File: config.mk
export PLATFORM = sky130hd
export DESIGN_NAME = nfc_spare_mapper
export DESIGN_NICKNAME = d
export VERILOG_FILES = /design/src/rtl/nfc_map_pkg.sv /design/src/rtl/nfc_map_geom.sv /design/src/rtl/nfc_map_spare_loc.sv /design/src/rtl/nfc_spare_mapper.sv
export SDC_FILE = /design/constraint.sdc
export NUM_CORES = 1
export LEC_CHECK = 0
export BUFFER_PORTS_ARGS = -buffer_cell sky130_fd_sc_hd__buf_2
export CELL_PAD_IN_SITES_DETAIL_PLACEMENT = 1
export CELL_PAD_IN_SITES_GLOBAL_PLACEMENT = 1
export CORE_ASPECT_RATIO = 1.1
export CORE_MARGIN = 5
export CORE_UTILIZATION = 40
export DETAILED_ROUTE_END_ITERATION = 16
export GPL_ROUTABILITY_DRIVEN = 1
export PLACE_DENSITY = 0.77
export SYNTH_ARGS = -nofsm -noshare
export SYNTH_HDL_FRONTEND = slang
export SYNTH_SLANG_ARGS = --single-unit
File: constraint.sdc
create_clock -name clk -period 27.9 [get_ports clk]
set_input_delay 1.395 -clock clk [delete_from_list [all_inputs] [get_ports clk]]
set_output_delay 1.395 -clock clk [all_outputs]
set_load 0.01 [all_outputs]
File: src/rtl/nfc_map_pkg.sv
package nfc_map_pkg;

    localparam int COL_W  = 13;
    localparam int LEN_W  = 13;
    localparam int ADDR_W = 13;

    typedef enum logic [1:0] {
        GEOM_512_16  = 2'd0,
        GEOM_2K_64   = 2'd1,
        GEOM_4K_128  = 2'd2,
        GEOM_4K_218  = 2'd3
    } geom_e;

    typedef struct packed {
        logic [COL_W-1:0] page_bytes;
        logic [COL_W-1:0] spare_bytes;
        logic [COL_W-1:0] slice_bytes;
        logic [COL_W-1:0] last_cap;
    } geom_t;

    typedef struct packed {
        logic              is_spare;
        logic              err;
        logic [ADDR_W-1:0] addr;
        logic [LEN_W-1:0]  len;
    } map_rsp_t;

    function automatic logic [COL_W-1:0] min_col(input logic [COL_W-1:0] a,
                                                 input logic [COL_W-1:0] b);
        return (a < b) ? a : b;
    endfunction

endpackage

File: src/rtl/nfc_map_geom.sv
module nfc_map_geom
    import nfc_map_pkg::*;
#(
    parameter int MAIN_CHUNK = 512,
    parameter int SPARE_BUFS = 8
) (
    input  geom_e geom,
    output geom_t g
);

    logic [COL_W-1:0] page_b;
    logic [COL_W-1:0] spare_b;
    logic [COL_W-1:0] chunks;
    logic [COL_W-1:0] slice_b;

    always_comb begin
        unique case (geom)
            GEOM_512_16: begin page_b = COL_W'(512);  spare_b = COL_W'(16);  end
            GEOM_2K_64:  begin page_b = COL_W'(2048); spare_b = COL_W'(64);  end
            GEOM_4K_128: begin page_b = COL_W'(4096); spare_b = COL_W'(128); end
            default:     begin page_b = COL_W'(4096); spare_b = COL_W'(218); end
        endcase
        chunks  = page_b / COL_W'(MAIN_CHUNK);
        slice_b = (spare_b / chunks) & ~COL_W'(1);
    end

    assign g.page_bytes  = page_b;
    assign g.spare_bytes = spare_b;
    assign g.slice_bytes = slice_b;
    assign g.last_cap    = spare_b - COL_W'(SPARE_BUFS - 1) * slice_b;

endmodule

File: src/rtl/nfc_map_spare_loc.sv
module nfc_map_spare_loc
    import nfc_map_pkg::*;
#(
    parameter int SPARE_BUFS = 8,
    localparam int IDX_W     = $clog2(SPARE_BUFS)
) (
    input  logic [COL_W-1:0] soff,
    input  logic [COL_W-1:0] slice_b,
    output logic [IDX_W-1:0] idx,
    output logic [COL_W-1:0] inner
);

    logic [SPARE_BUFS-1:1] passed;

    for (genvar k = 1; k < SPARE_BUFS; k++) begin : g_edge
        assign passed[k] = (soff >= COL_W'(k) * slice_b);
    end

    always_comb begin
        idx = '0;
        for (int k = 1; k < SPARE_BUFS; k++) begin
            idx = idx + IDX_W'(passed[k]);
        end
        inner = soff - COL_W'(idx) * slice_b;
    end

endmodule

File: src/rtl/nfc_spare_mapper.sv
module nfc_spare_mapper
    import nfc_map_pkg::*;
#(
    parameter int MAIN_CHUNK   = 512,
    parameter int SPARE_BUFS   = 8,
    parameter int SPARE_STRIDE = 64,
    parameter int SPARE_BASE   = 4096
) (
    input  logic              clk,
    input  logic              rst,
    input  logic              req_valid,
    input  logic [1:0]        req_geom,
    input  logic [COL_W-1:0]  req_col,
    input  logic [LEN_W-1:0]  req_len,
    input  logic              req_spare_only,
    output logic              rsp_valid,
    output logic              rsp_is_spare,
    output logic              rsp_err,
    output logic [ADDR_W-1:0] rsp_addr,
    output logic [LEN_W-1:0]  rsp_len
);

    localparam int IDX_W = $clog2(SPARE_BUFS);

    geom_t            g;
    logic [IDX_W-1:0] buf_idx;
    logic [COL_W-1:0] inner;
    logic [COL_W-1:0] soff;
    logic             past_page;
    logic             in_spare;
    map_rsp_t         nxt;
    map_rsp_t         cur;
    logic             valid_q;

    nfc_map_geom #(.MAIN_CHUNK(MAIN_CHUNK), .SPARE_BUFS(SPARE_BUFS)) u_geom (
        .geom (geom_e'(req_geom)),
        .g    (g)
    );

    assign past_page = (req_col >= g.page_bytes);
    assign in_spare  = past_page || req_spare_only;
    assign soff      = past_page ? (req_col - g.page_bytes) : req_col;

    nfc_map_spare_loc #(.SPARE_BUFS(SPARE_BUFS)) u_loc (
        .soff    (soff),
        .slice_b (g.slice_bytes),
        .idx     (buf_idx),
        .inner   (inner)
    );

    always_comb begin
        logic [COL_W-1:0] cap;
        cap = (buf_idx == IDX_W'(SPARE_BUFS - 1)) ? g.last_cap : g.slice_bytes;
        nxt = '0;
        if (!in_spare) begin
            nxt.addr = req_col;
            nxt.len  = min_col(g.page_bytes - req_col, req_len);
        end else if (soff >= g.spare_bytes) begin
            nxt.is_spare = 1'b1;
            nxt.err      = 1'b1;
        end else begin
            nxt.is_spare = 1'b1;
            nxt.addr     = ADDR_W'(SPARE_BASE)
                         + ADDR_W'(buf_idx) * ADDR_W'(SPARE_STRIDE) + inner;
            nxt.len      = min_col(cap - inner, req_len);
        end
    end

    always_ff @(posedge clk) begin
        if (rst) begin
            valid_q <= 1'b0;
            cur     <= '0;
        end else begin
            valid_q <= req_valid;
            if (req_valid) cur <= nxt;
        end
    end

    assign rsp_valid    = valid_q;
    assign rsp_is_spare = cur.is_spare;
    assign rsp_err      = cur.err;
    assign rsp_addr     = cur.addr;
    assign rsp_len      = cur.len;

    assert_latency_R1: assert property (@(posedge clk) disable iff (rst)
        req_valid |=> rsp_valid);
    assert_hold_R1: assert property (@(posedge clk) disable iff (rst)
        !req_valid |=> !rsp_valid && $stable(rsp_addr) && $stable(rsp_len)
                       && $stable(rsp_err));
    assert_main_bound_R3: assert property (@(posedge clk) disable iff (rst)
        rsp_valid && !rsp_is_spare |->
            ({1'b0, rsp_addr} + {1'b0, rsp_len}) <= {1'b0, $past(g.page_bytes)});
    assert_spare_window_R6: assert property (@(posedge clk) disable iff (rst)
        rsp_valid && rsp_is_spare && !rsp_err |->
            rsp_addr >= ADDR_W'(SPARE_BASE) &&
            ((rsp_addr - ADDR_W'(SPARE_BASE)) % ADDR_W'(SPARE_STRIDE)) + rsp_len
                <= ADDR_W'(SPARE_STRIDE));
    assert_len_cap_R6: assert property (@(posedge clk) disable iff (rst)
        rsp_valid |-> rsp_len <= $past(req_len));
    assert_err_empty_R7: assert property (@(posedge clk) disable iff (rst)
        rsp_err |-> rsp_is_spare && rsp_len == '0 && rsp_addr == '0);

endmodule

# Word level (Yosys, flattened, before mapping)
# Index checks and enable logic that the tools add are counted.
totals:
  ff_bits: 29
  input_bits: 32
  out_inout_bits: 29
  elab_cells: 50
classes:
  addsub: 13
  n_mul: 5
  div_mod_pow: 1
  magnitude_cmp: 11
  n_eq_ne: 3
  n_mux: 10
  n_reduce_logical: 2
op_table:
  columns: ["cell", "n"]
  rows:
  - ["$ge 13x13->1", 9]
  - ["$mux 13", 4]
  - ["$mux 26", 2]
  - ["$sub 13x13->13", 4]
  - ["$lt 13x13->1", 2]
  - ["$pmux 13 s2", 1]
  - ["$mul 3x12->12 const A", 2]
  - ["$pmux 8 s3", 1]
  - ["$add 3x1->3", 5]
  - ["$add 13x13->13", 1]
  - ["$add 13x9->13 const A", 1]
  - ["$div 13x4->13", 1]
  - ["$sub 8x13->13", 1]
  - ["$mul 2x12->11 const A", 1]
  - ["$mul 2x12->12 const A", 1]
  - ["$mul 3x12->12", 1]
  - ["$eq 3x3->1 const B", 1]
  - ["$add 1x1->2", 1]
  - ["$eq 2x1->1 const B", 1]
  - ["$eq 2x2->1 const B", 1]
  - ["$logic_not 2->1", 1]
  - ["$mux 2", 1]
  - ["$logic_or 1x1->1", 1]
  - ["$mux 1", 1]

# Depth between registers and ports, before layout
# Gate-level depths: netlist (run 1).
depth:
  word_depth: 18
  mapped_depth: 69
  mapped_depth_nobuf: 65

# By module
# From an unflattened synthesis (run 1), not the netlist that was laid out.
hier_totals:
  hier_cells: 1370
  hier_area_um2: 10995.5
by_module_without_submodules:
  columns: ["mod", "n_inst", "cells_per_inst", "area_per_inst_um2", "seq_area_each_um2"]
  rows:
  - ["nfc_spare_mapper", 1, 596, 4804.6, 580.6]
  - ["nfc_map_spare_loc", 1, 572, 4725.8, 0.0]
  - ["nfc_map_geom", 1, 202, 1465.2, 0.0]

# Worst setup path after synthesis (run 1)
# No wires, ideal clock.
synth_path:
  path_kind: "in2reg"
  start: "input req_geom[0]"
  end: "register cur, in the netlist rsp_len[3]"
  setup_time_ps: 128
  arrival_time_ps: 14503
  t_required_ps: 27772
  path_slack_ps: 13269
  stages: 63
  path_buffers: 4
  cell_sequence: "inv_1 ha_1 clkbuf_1 inv_1 ha_1 and3b_1 or3_1 o21ai_2 a21oi_1 nand2_1 clkbuf_1 a21o_1 nand4b_1 mux2i_1 nand4_1 nand2_1 ha_1 nor2b_1 (+27 left out) and3_1 a211oi_1 xnor2_1 inv_1 ha_1 inv_1 nand2_1 o211ai_1 xnor2_1 xnor2_1 ha_1 nand2_1 o21ai_1 clkbuf_1 mux2i_1 o221ai_1 o21ai_1 nor2_1"
synth_via:
  elab_chain_cells: 18
  word_cells_on_any_way: 41
  cone_classes: "add/sub (11); mul (5); div (1); order compare (11); eq/ne (3); mux (8); reduce/logical (2)"
synth_rtl:
  columns: ["item", "line_no", "text"]
  rows:
  - ["start: declaration", "nfc_spare_mapper.sv:12", "input logic [1:0] req_geom,"]
  - ["parallel branches: the longest is 17 deep, another holds $div 13x4->13", null, null]
  - ["$mux 26 (*)", "nfc_spare_mapper.sv:55", "if (!in_spare) begin"]
  - ["end signal: assignment", "nfc_spare_mapper.sv:75", "if (req_valid) cur <= nxt;"]
  - ["end: declaration", "nfc_spare_mapper.sv:32", "map_rsp_t cur;"]
# Every way passes the cells marked *.
# A chain may end at the register's enable or synchronous reset.

# Final worst setup path (run 1)
layout_path:
  start: "input req_geom[0]"
  end: "register cur, in the netlist rsp_len[11]"
# The elaborated chain is that of the path after synthesis.

==> summary.md, run 1 <==
| Metric | Value |
|---|---|
| Worst-Margin Slew | `1040 ps` |
| Post-CTS setup buffer count | `0` |
| Post-Syn Area | `7920 sq um` |
| Gr ovfl total | `0` |
| Syn Area/Cell | `7.60 sq um` |
| Status | `finished, final reports clean` |
| Sink Count | `29` |
| Layout cells sized above 1 | `0.0895` |
| # resized after CTS | `0` |
| Synth unique cells | `78` |
| Final slew viol count | `0` |
| Global-route wire length before repair | `40.9 mm` |
| Worst Hold End | `rsp_addr[0]` |
| IO Port Bufs | `60` |
| N_diodes | `0` |
| Max-cap violations | `0` |
| Critical Path End Type | `flop` |
| Arrival time worst endpoint | `16,840 ps` |
| Crit Path Category | `in2reg` |
| Die area | `22,700 sq um` |
| H-tree levels | `2` |
| Drt initial violations | `434` |
| CTS root buffer | `clkbuf_16` |
| Routed vias | `7,743` |
| Synthesized netlist cell count | `1,042` |
| Synthesis warning total | `0` |
| Startpoint types | `input port` |
| Die Ht | `158 microns` |
| Reg2reg end | `rsp_addr[5]` |
| Maximum clock rate | `59.9 MHz` |
| GRT Overall Usage | `0.224` |
| Final Critical Period | `16,690 ps` |
| Clk Latency, worst-skew pair | `280 ps` |
| CP max stage cell | `xor2_1` |
| Hold Vio Cnt, Final | `0` |
| Post-DP HPWL | `20.9 mm` |
| Post-synthesis sequential area ratio | `0.0733` |
| Worst clock skew | `0 ps` |
| Largest net degree at the start of global routing | `58` |
| FF-to-FF Start | `rsp_addr[5]` |
| Vias in the first global route | `7,884` |
| Final Net Count | `1,301` |
| CP most frequent cell | `ha_1` |
| RePlAce Congestion | `0.933` |
| Setup TNS Final | `0 ps` |
| Critical Path RT | `28,050 ps` |
| Post-route DRC violation count | `0` |
| Wirelength per Cell | `19.2 microns` |
| Die Wd | `144 microns` |
| Initial antenna violation count | `0` |
| Async set or reset register ratio after synthesis | `0` |
| Period utilization | `0.598` |
| Core Area | `19,700 sq um` |
| Vias per cell | `5.80` |
| RSZ-0062 raised after global routing | `no` |
| Worst Path Max Fanout | `16` |
| FF-to-FF path depth | `3` |
| Rel. slew slack | `0.304` |
| Worst hold stages | `2` |
| P&R area growth vs syn | `8.28%` |
| Final antenna-violating net count | `0` |
| Final wirelength | `25.6 mm` |
| Hold path start | `rsp_addr[0]` |
| Number of synthesized flops with an enable pin | `0` |
| Final setup vio count | `0` |
| Layout fillers | `2,526` |
| Max Buffers Root-to-Sink | `2` |
| Starting Density | `0.403` |
| Detailed Routing Iterations Pass 1 | `5` |
| Num CTS Buffers | `5` |
| Slowest Stage Delay on Critical Path | `840 ps` |
| Register-to-register setup slack | `27,040 ps` |
| Worst-path clk slew | `50 ps` |
| Worst hold path type | `reg2reg` |
| Yosys reg bits | `29` |
| Ports | `61` |
| Cts hold-fix bufs | `0` |
| CTS tree | `yes` |
| Core Rows | `54` |
| Post-synth top flop | `dfxtp_1` |
==> logic make-up after synthesis <==
logic type | Yosys count | share of synthesized area
simple gates | 294 | 0.184
other cells | 2 | 0.000949
fa+ha+maj | 186 | 0.314
buf+inv | 130 | 0.0656
mux | 26 | 0.0334
xor+xnor | 69 | 0.0801
compound gates | 306 | 0.249
flops | 29 | 0.0733
==> layer usage <==
metal / wire [microns] / up-vias / global-route usage
met4: 752 / 0 / 0.0816
met1: 11300 / 3753 / 0.280
met3: 813 / 37 / 0.00760
met2: 12700 / 144 / 0.406
li1: - / 3809 / -
met5: 0 / - / 0
==> through the flow <==
step	hold WS, ps	area (sq um)	utilization	worst slack [ps]	cells
2_1_floorplan	494	7930	-	13270	1047
3_3_place_gp	462	8430	0.429	11370	1328
3_5_place_dp	471	8430	0.429	11080	1328
4_1_cts	480	8570	0.436	11360	1336
5_1_grt	505	8570	0.436	10280	1336
6_report	474	8570	0.436	11210	1336
==> critical path: cells and delay by family <==
family                     cells  cell delay [ps]
xor gates and xnor gates       4             1420
muxes                          2              610
buffers and inverters          9             1260
AOI/OAI and AO/OA             21             4710
adders and majority gates     14             5040
and+or+nand+nor               10             2380
==> cell type report <==
cell class / count / area [sq um] / share of cell area
clock buffer: 6 / 129 / 0.0150
clock inverter: 2 / 10.0 / 0.00117
inverter: 91 / 342 / 0.0399
multi-input combinational: 888 / 6830 / 0.797
sequential: 29 / 581 / 0.0677
tap: 252 / 315 / 0.0368
timing repair buffer: 68 / 360 / 0.0420
==> Yosys cell counts, drive strengths merged (3+ instances only) <==
| library cell | n | share of area |
|---|---|---|
| nand4 | 8 | 0.0063 |
| a21o | 36 | 0.034 |
| a31oi | 16 | 0.013 |
| o21a | 14 | 0.013 |
| buf | 9 | 0.0076 |
| mux2 | 3 | 0.0043 |
| dfxtp | 29 | 0.073 |
| xor2 | 24 | 0.027 |
| o221ai | 7 | 0.0077 |
| o21bai | 6 | 0.0057 |
| a211oi | 15 | 0.014 |
| xnor2 | 44 | 0.051 |
| mux2i | 23 | 0.029 |
| nor4 | 5 | 0.0040 |
| a2bb2oi | 3 | 0.0033 |
| nand2b | 20 | 0.016 |
| nor2b | 22 | 0.017 |
| inv | 90 | 0.043 |
| nor2 | 74 | 0.035 |
| a21boi | 4 | 0.0038 |
| a211o | 5 | 0.0055 |
| and3 | 9 | 0.0071 |
| a21oi | 91 | 0.058 |
| and3b | 3 | 0.0033 |
| or3 | 5 | 0.0046 |
| a2111oi | 3 | 0.0033 |
| o211ai | 7 | 0.0073 |
| o2111ai | 3 | 0.0033 |
| clkbuf | 29 | 0.014 |
| or4 | 4 | 0.0047 |
| o22ai | 11 | 0.0087 |
| ha | 165 | 0.26 |
| nand3 | 18 | 0.011 |
| o21ai | 64 | 0.041 |
| nand2 | 78 | 0.037 |
| nor3b | 3 | 0.0028 |
| nor3 | 24 | 0.015 |
| or2 | 7 | 0.0055 |
| fa | 21 | 0.053 |
| and2 | 6 | 0.0047 |
==> placed cells by master (no fill, tap or decap), drive strengths merged, types with 22 or more instances in the layout <==
cell	n
xnor2	44
mux2i	23
a21o	36
xor2	24
inv	90
buf	68
o21ai	64
nor2b	22
ha	165
dfxtp	29
nor3	24
a21oi	91
nand2	78
nor2	74
==> flip-flops by register name, summed over array words and instances, names as in the netlist <==
name and flops:
rsp_addr 13, rsp_err 1, rsp_is_spare 1, rsp_len 13
rsp_valid 1
==> worst max path at each step <==
| stage | slack [ps] | depth (start not counted) | endpoint | startpoint |
|---|---|---|---|---|
| CTS | 11360 | 60 | rsp_len[12] | req_geom[0] |
| global route | 10280 | 61 | rsp_len[8] | req_geom[0] |
| floorplan | 13270 | 63 | rsp_len[3] | req_geom[0] |
| global placement | 11370 | 60 | rsp_len[12] | req_geom[0] |
| finish | 11210 | 60 | rsp_len[11] | req_geom[0] |
| detailed placement | 11080 | 60 | rsp_len[12] | req_geom[0] |
Power of run 1 is left out: the tool's default activity adds up to more than one toggle a clock period on the data nets, which glitch-free logic cannot reach.
==> inputs of run 2 (changes only) <==
- PLACE_DENSITY: 0.77 -> 0.8
- clock period: 27.9 -> 13.88 ns (I/O delays scaled with it)
==> run 2 against run 1 <==
Net effect: die area unchanged; global-route usage down 0.11 points; clock skew unchanged; non-clock buffer count up 31; worst hold slack better by 1.5 ps; routed wire length up 2.3%; register-to-register slack worse by 14000 ps; sequential share of layout area down 0.30 points; clock-buffer cell count up 1; final area up 4.7%; worst setup slack worse by 11000 ps; core utilization up 2.0 points; critical path type unchanged; critical endpoint is now rsp_len[12]; largest cell class unchanged.
==> summary.md, run 2 (synthesis results as in run 1) <==
| Metric | Value |
|---|---|
| Hold path start | `rsp_addr[0]` |
| Setup ws final | `624 ps (-10,590 ps)` |
| Die Ht | `158 microns (unchanged)` |
| P&R area growth vs syn | `13.4%` |
| Commonest non-fill, non-tap cell in the layout | `ha_1` |
| Period utilization | `0.955` |
| Critical Path End Type | `flop` |
| Routed vias | `7,965 (+2.9%)` |
| FF-to-FF Start | `rsp_addr[5]` |
| Max-cap violations | `0 (unchanged)` |
| Detailed Routing Iterations Pass 1 | `5 (unchanged)` |
| IO Port Bufs | `60 (unchanged)` |
| GRT Overall Usage | `0.223 (-0.00105)` |
| Pre-CTS setup slack | `-54.8 ps (-11,130 ps)` |
| Critical Path RT | `14,070 ps (-13,980 ps)` |
| Rel. slew slack | `0.373 (+0.0690)` |
| Vias per cell | `5.83 (+0.61%)` |
| Max Buffers Root-to-Sink | `2 (unchanged)` |
| Maximum clock rate | `75.4 MHz` |
| Worst Hold End | `rsp_addr[0]` |
| Hold Vio Cnt, Final | `0 (unchanged)` |
| CTS root buffer | `clkbuf_16` |
| CTS tree | `yes` |
| Largest net degree at the start of global routing | `58 (unchanged)` |
| CP startpoint | `req_geom[1]` |
| Post-route cell area | `8970 sq um (+4.7%)` |
| Post-DP HPWL | `21.2 mm (+1.4%)` |
| Drt initial violations | `300 (-31%)` |
| Final antenna-violating net count | `0 (unchanged)` |
| CP delay by family, top | `adder cells` |
| Reg2reg end | `rsp_addr[5]` |
| Wirelength per Cell | `19.2 microns (about the same)` |
| Global-route wire length before repair | `41.0 mm (+0.13%)` |
| Layout cells sized above 1 | `0.140 (+0.0506)` |
| Die Wd | `144 microns (unchanged)` |
| Slowest Stage Delay on Critical Path | `530 ps (-310 ps)` |
| Hold slack final | `475 ps (+1.52 ps)` |
| Vias in the first global route | `8,090 (+2.6%)` |
| Status | `finished, final reports clean` |
| N_diodes | `0 (unchanged)` |
| FF-to-FF path depth | `3 (unchanged)` |
| Core Area | `19,700 sq um (unchanged)` |
| CP max stage cell | `fa_1` |
| Most frequent cells in the layout | `ha_1, a21oi_1, inv_1, nand2_1, nor2_1` |
| Layout Cells excl Fill | `1,366 (+2.2%)` |
| Worst Path Max Fanout | `8 (-8)` |
| Post-route DRC violation count | `0 (unchanged)` |
| Crit Path Category | `in2reg` |
| Gr ovfl total | `0 (unchanged)` |
| Num CTS Buffers | `5 (unchanged)` |
| Arrival time worst endpoint | `13,450 ps (-3390 ps)` |
| Placed Instances | `1,345 (+1.3%)` |
| Crit path buf inv count | `7 (-2)` |
| Die area | `22,700 sq um (unchanged)` |
| Worst-Margin Slew | `941 ps (-99.9 ps)` |
| Core Rows | `54 (unchanged)` |
| Ports | `61 (unchanged)` |
| Startpoint types | `input port` |
| Layout fillers | `2,475 (-2.0%)` |
| Final Net Count | `1,332 (+2.4%)` |
| Cts hold-fix bufs | `0 (unchanged)` |
| Clk Latency, worst-skew pair | `270 ps (about the same)` |
| Worst clock skew | `0 ps (unchanged)` |
| Worst hold stages | `2 (unchanged)` |
| RePlAce Congestion | `0.899 (-3.6%)` |
| Final Critical Period | `13,260 ps` |
| Final setup vio count | `0 (unchanged)` |
| Worst-path clk slew | `50 ps (about the same)` |
| Starting Density | `0.403 (unchanged)` |
| Worst hold path type | `reg2reg` |
| Sink Count | `29 (unchanged)` |
| Final wirelength | `26.2 mm (+2.3%)` |
| Final slew viol count | `0 (unchanged)` |
| Register-to-register setup slack | `13,010 ps (-14,030 ps)` |
| H-tree levels | `2 (unchanged)` |
| Placed cell areas | `8560 sq um (+1.5%)` |
| Initial antenna violation count | `0 (unchanged)` |
[run 2: how the worst max path moves through the flow]
stage	end	depth (start not counted)
detailed placement	rsp_len[12]	60
global route	rsp_len[8]	63
floorplan	rsp_len[3]	63
global placement	rsp_len[12]	60
finish	rsp_len[12]	60
CTS	rsp_len[8]	62
[run 2: area by class of cell]
class / instances / area (sq um) / area share
Clock buffer: 7 / 143 / 0.0159
Multi-Input combinational cell: 888 / 7000 / 0.780
Timing Repair Buffer: 99 / 597 / 0.0665
Sequential cell: 29 / 581 / 0.0647
Tap cell: 252 / 315 / 0.0351
Inverter: 91 / 342 / 0.0381
[run 2: metrics by stage]
stage,util,setup TNS (ps)
final,0.456,0
after global routing,0.456,-1300
after CTS,0.443,0
after detailed placement,0.435,-89.7
after global placement,0.435,0
after floorplan,-,0
[run 2: per-layer routing]
metal,track usage,wire length [microns]
met1,0.269,11000
met2,0.414,13300
met3,0.0164,1010
met4,0.0717,875
met5,0,0
[run 2: worst min-delay path, delay by kind of cell (launching register included)]
family,cells,cell delay (ps)
flip-flops,1,300
AND/OR/NAND/NOR,1,70
AO/OA/AOI/OAI,1,60
[run 2: repair_timing]
| item | CTS | global route |
|---|---|---|
| gates resized for setup | 0 | 36 |
| hold endpoints to repair | 0 | 0 |
| setup endpoints to repair | 0 | 13 |
| buffers inserted | 0 | 13 |
Power of run 2 is left out for the same reason.
==> inputs of run 3 (changes only) <==
- GPL_TIMING_DRIVEN: not set -> 0
==> run 3 against run 2 <==
Net effect: via count increased by 6.2%; flip-flop and latch count is the same; final area rose by 6.2%; clock skew did not move; maximum frequency down 2.7%; worst hold slack improved by 19 ps; routed wire length rose by 13%; core utilization rose by 2.8 points; sequential share of layout area is 0.38 points lower; critical path type unchanged; critical endpoint is now rsp_len[10]; largest cell class unchanged.
==> summary.md, run 3 (synthesis results as in run 1) <==
| Metric | Value |
|---|---|
| Worst Path Max Fanout | `10 (+2)` |
| CP max stage cell | `fa_1` |
| CP most frequent cell | `a21o_1` |
| Area of the multi-input gates | `7310 sq um (+4.5%)` |
| Maximum clock rate | `73.4 MHz (-2.7%)` |
| Detailed Routing Iterations Pass 1 | `5 (unchanged)` |
| Post-route DRC violation count | `0 (unchanged)` |
| Die area | `22,700 sq um (unchanged)` |
| Drt initial violations | `501 (+67%)` |
| Worst clock skew | `0 ps (unchanged)` |
| IO Port Bufs | `58 (-3.3%)` |
| Arrival time worst endpoint | `13,760 ps (+310 ps)` |
| Cts hold-fix bufs | `0 (unchanged)` |
| Vias per cell | `6.03 (+3.5%)` |
| Initial antenna violation count | `0 (unchanged)` |
| N_diodes | `0 (unchanged)` |
| Worst hold stages | `2 (unchanged)` |
| Post-DP HPWL | `22.5 mm (+6.1%)` |
| H-tree levels | `2 (unchanged)` |
| Gr ovfl total | `0 (unchanged)` |
| Final antenna-violating net count | `0 (unchanged)` |
| CTS tree | `yes` |
| Die Wd | `144 microns (unchanged)` |
| Placed cell areas | `8550 sq um (-0.13%)` |
| Max-cap violations | `0 (unchanged)` |
| CP delay by family, top | `adder cells` |
| Final Net Count | `1,368 (+2.7%)` |
| Hold path start | `rsp_len[5]` |
| Ports | `61 (unchanged)` |
| Final setup vio count | `0 (unchanged)` |
| Die Ht | `158 microns (unchanged)` |
| Crit path buf inv count | `12 (+5)` |
| Max Buffers Root-to-Sink | `2 (unchanged)` |
| FF/Latch Area | `581 sq um (unchanged)` |
| Layout cells sized above 1 | `0.187 (+0.0469)` |
| Largest net degree at the start of global routing | `15 (-74%)` |
| Hold Vio Cnt, Final | `0 (unchanged)` |
| Starting Density | `0.403 (unchanged)` |
| Period utilization | `0.981 (+0.0261)` |
| FF-to-FF Start | `rsp_addr[12]` |
| Routed vias | `8,457 (+6.2%)` |
| Register-to-register setup slack | `13,030 ps (+20 ps)` |
| Wirelength per Cell | `21.1 microns (+10%)` |
| Most frequent cells in the layout | `ha_1, inv_1, a21oi_1, nand2_1, nor2_1` |
| Final Critical Period | `13,620 ps (+362 ps)` |
| Worst hold path type | `reg2reg` |
| Critical Path RT | `14,020 ps (-50 ps)` |
| Crit Path Category | `in2reg` |
| Commonest non-fill, non-tap cell in the layout | `ha_1` |
| Rel. slew slack | `0.169 (-0.204)` |
| P&R area growth vs syn | `20.4%` |
| Num CTS Buffers | `5 (unchanged)` |
| FF-to-FF path depth | `3 (unchanged)` |
| Core Rows | `54 (unchanged)` |
| Worst Hold End | `rsp_len[5]` |
| Worst-Margin Slew | `1250 ps (+306 ps)` |
| Setup TNS Final | `0 ps (unchanged)` |
| Worst-path clk slew | `50 ps (about the same)` |
| Sink Count | `29 (unchanged)` |
| Vias in the first global route | `8,906 (+10%)` |
| Slowest Stage Delay on Critical Path | `540 ps (about the same)` |
| Clk Latency, worst-skew pair | `270 ps (about the same)` |
| Reg2reg end | `rsp_addr[12]` |
| Post-route cell area | `9530 sq um (+6.2%)` |
| Startpoint types | `input port` |
| Layout fillers | `2,456 (-0.77%)` |
| RePlAce Congestion | `0.932 (+3.7%)` |
| Global-route wire length before repair | `45.4 mm (+11%)` |
| Final wirelength | `29.6 mm (+13%)` |
| CTS root buffer | `clkbuf_16` |
| Status | `finished, final reports clean` |
| GRT Overall Usage | `0.247 (+0.0248)` |
| Core Area | `19,700 sq um (unchanged)` |
| Final slew viol count | `0 (unchanged)` |
| Critical Path End Type | `flop` |
==> run 3: changes by cell type in the layout (fill, tap and decap cells not counted), sizes merged <==
cell	change
buf	+9
clkbuf	+26
dlygate4sd1	+1
==> run 3: through the flow <==
stage	setup WS, ps	utilization	std cells	hold WS [ps]
global placement	-2810	0.434	1357	457
CTS	15.3	0.462	1382	490
finish	262	0.485	1402	494
detailed placement	-3250	0.435	1358	466
floorplan	77.9	-	1047	494
global route	-262	0.485	1402	530
==> run 3: metal layers <==
layer	GRT usage	wire, microns	up-vias
met5	0	0	-
met4	0.109	1390	0
met3	0.0158	1280	90
met2	0.460	15000	288
met1	0.288	11900	4137
li1	-	-	3942
==> run 3: worst reg2reg max path, cell delays in order (launching register included) <==
cell and delay (ps):
dfxtp_1 300, nor2b_1 130, a31oi_1 160, o22ai_1 110
==> run 3: worst max path at each step <==
stage / start / end / slack [ps] / cells after the start
6_report: req_geom[1] / rsp_len[10] / 260 / 67
5_1_grt: req_geom[0] / rsp_len[5] / -260 / 67
4_1_cts: req_geom[0] / rsp_len[6] / 20 / 68
3_5_place_dp: req_geom[0] / rsp_len[5] / -3250 / 64
3_3_place_gp: req_geom[0] / rsp_len[5] / -2810 / 64
2_1_floorplan: req_geom[0] / rsp_len[3] / 80 / 63
==> run 3: cell type report <==
cell class	instances	share of cell area
multi-input cells	888	0.767
repair buffers	96	0.0615
flip-flops and latches	29	0.0609
inverters	91	0.0374
well taps	252	0.0331
plain buffers	39	0.0247
clock buffers	7	0.0150
==> run 3: repair_timing <==
item / 4_1_cts / 5_1_grt
endpoints found under the setup margin: 19 / 13
resized for setup: 64 / 63
pin swaps: 10 / 31
buffers inserted: 16 / 20
gates cloned: 1 / 0
Power of run 3 is left out for the same reason.
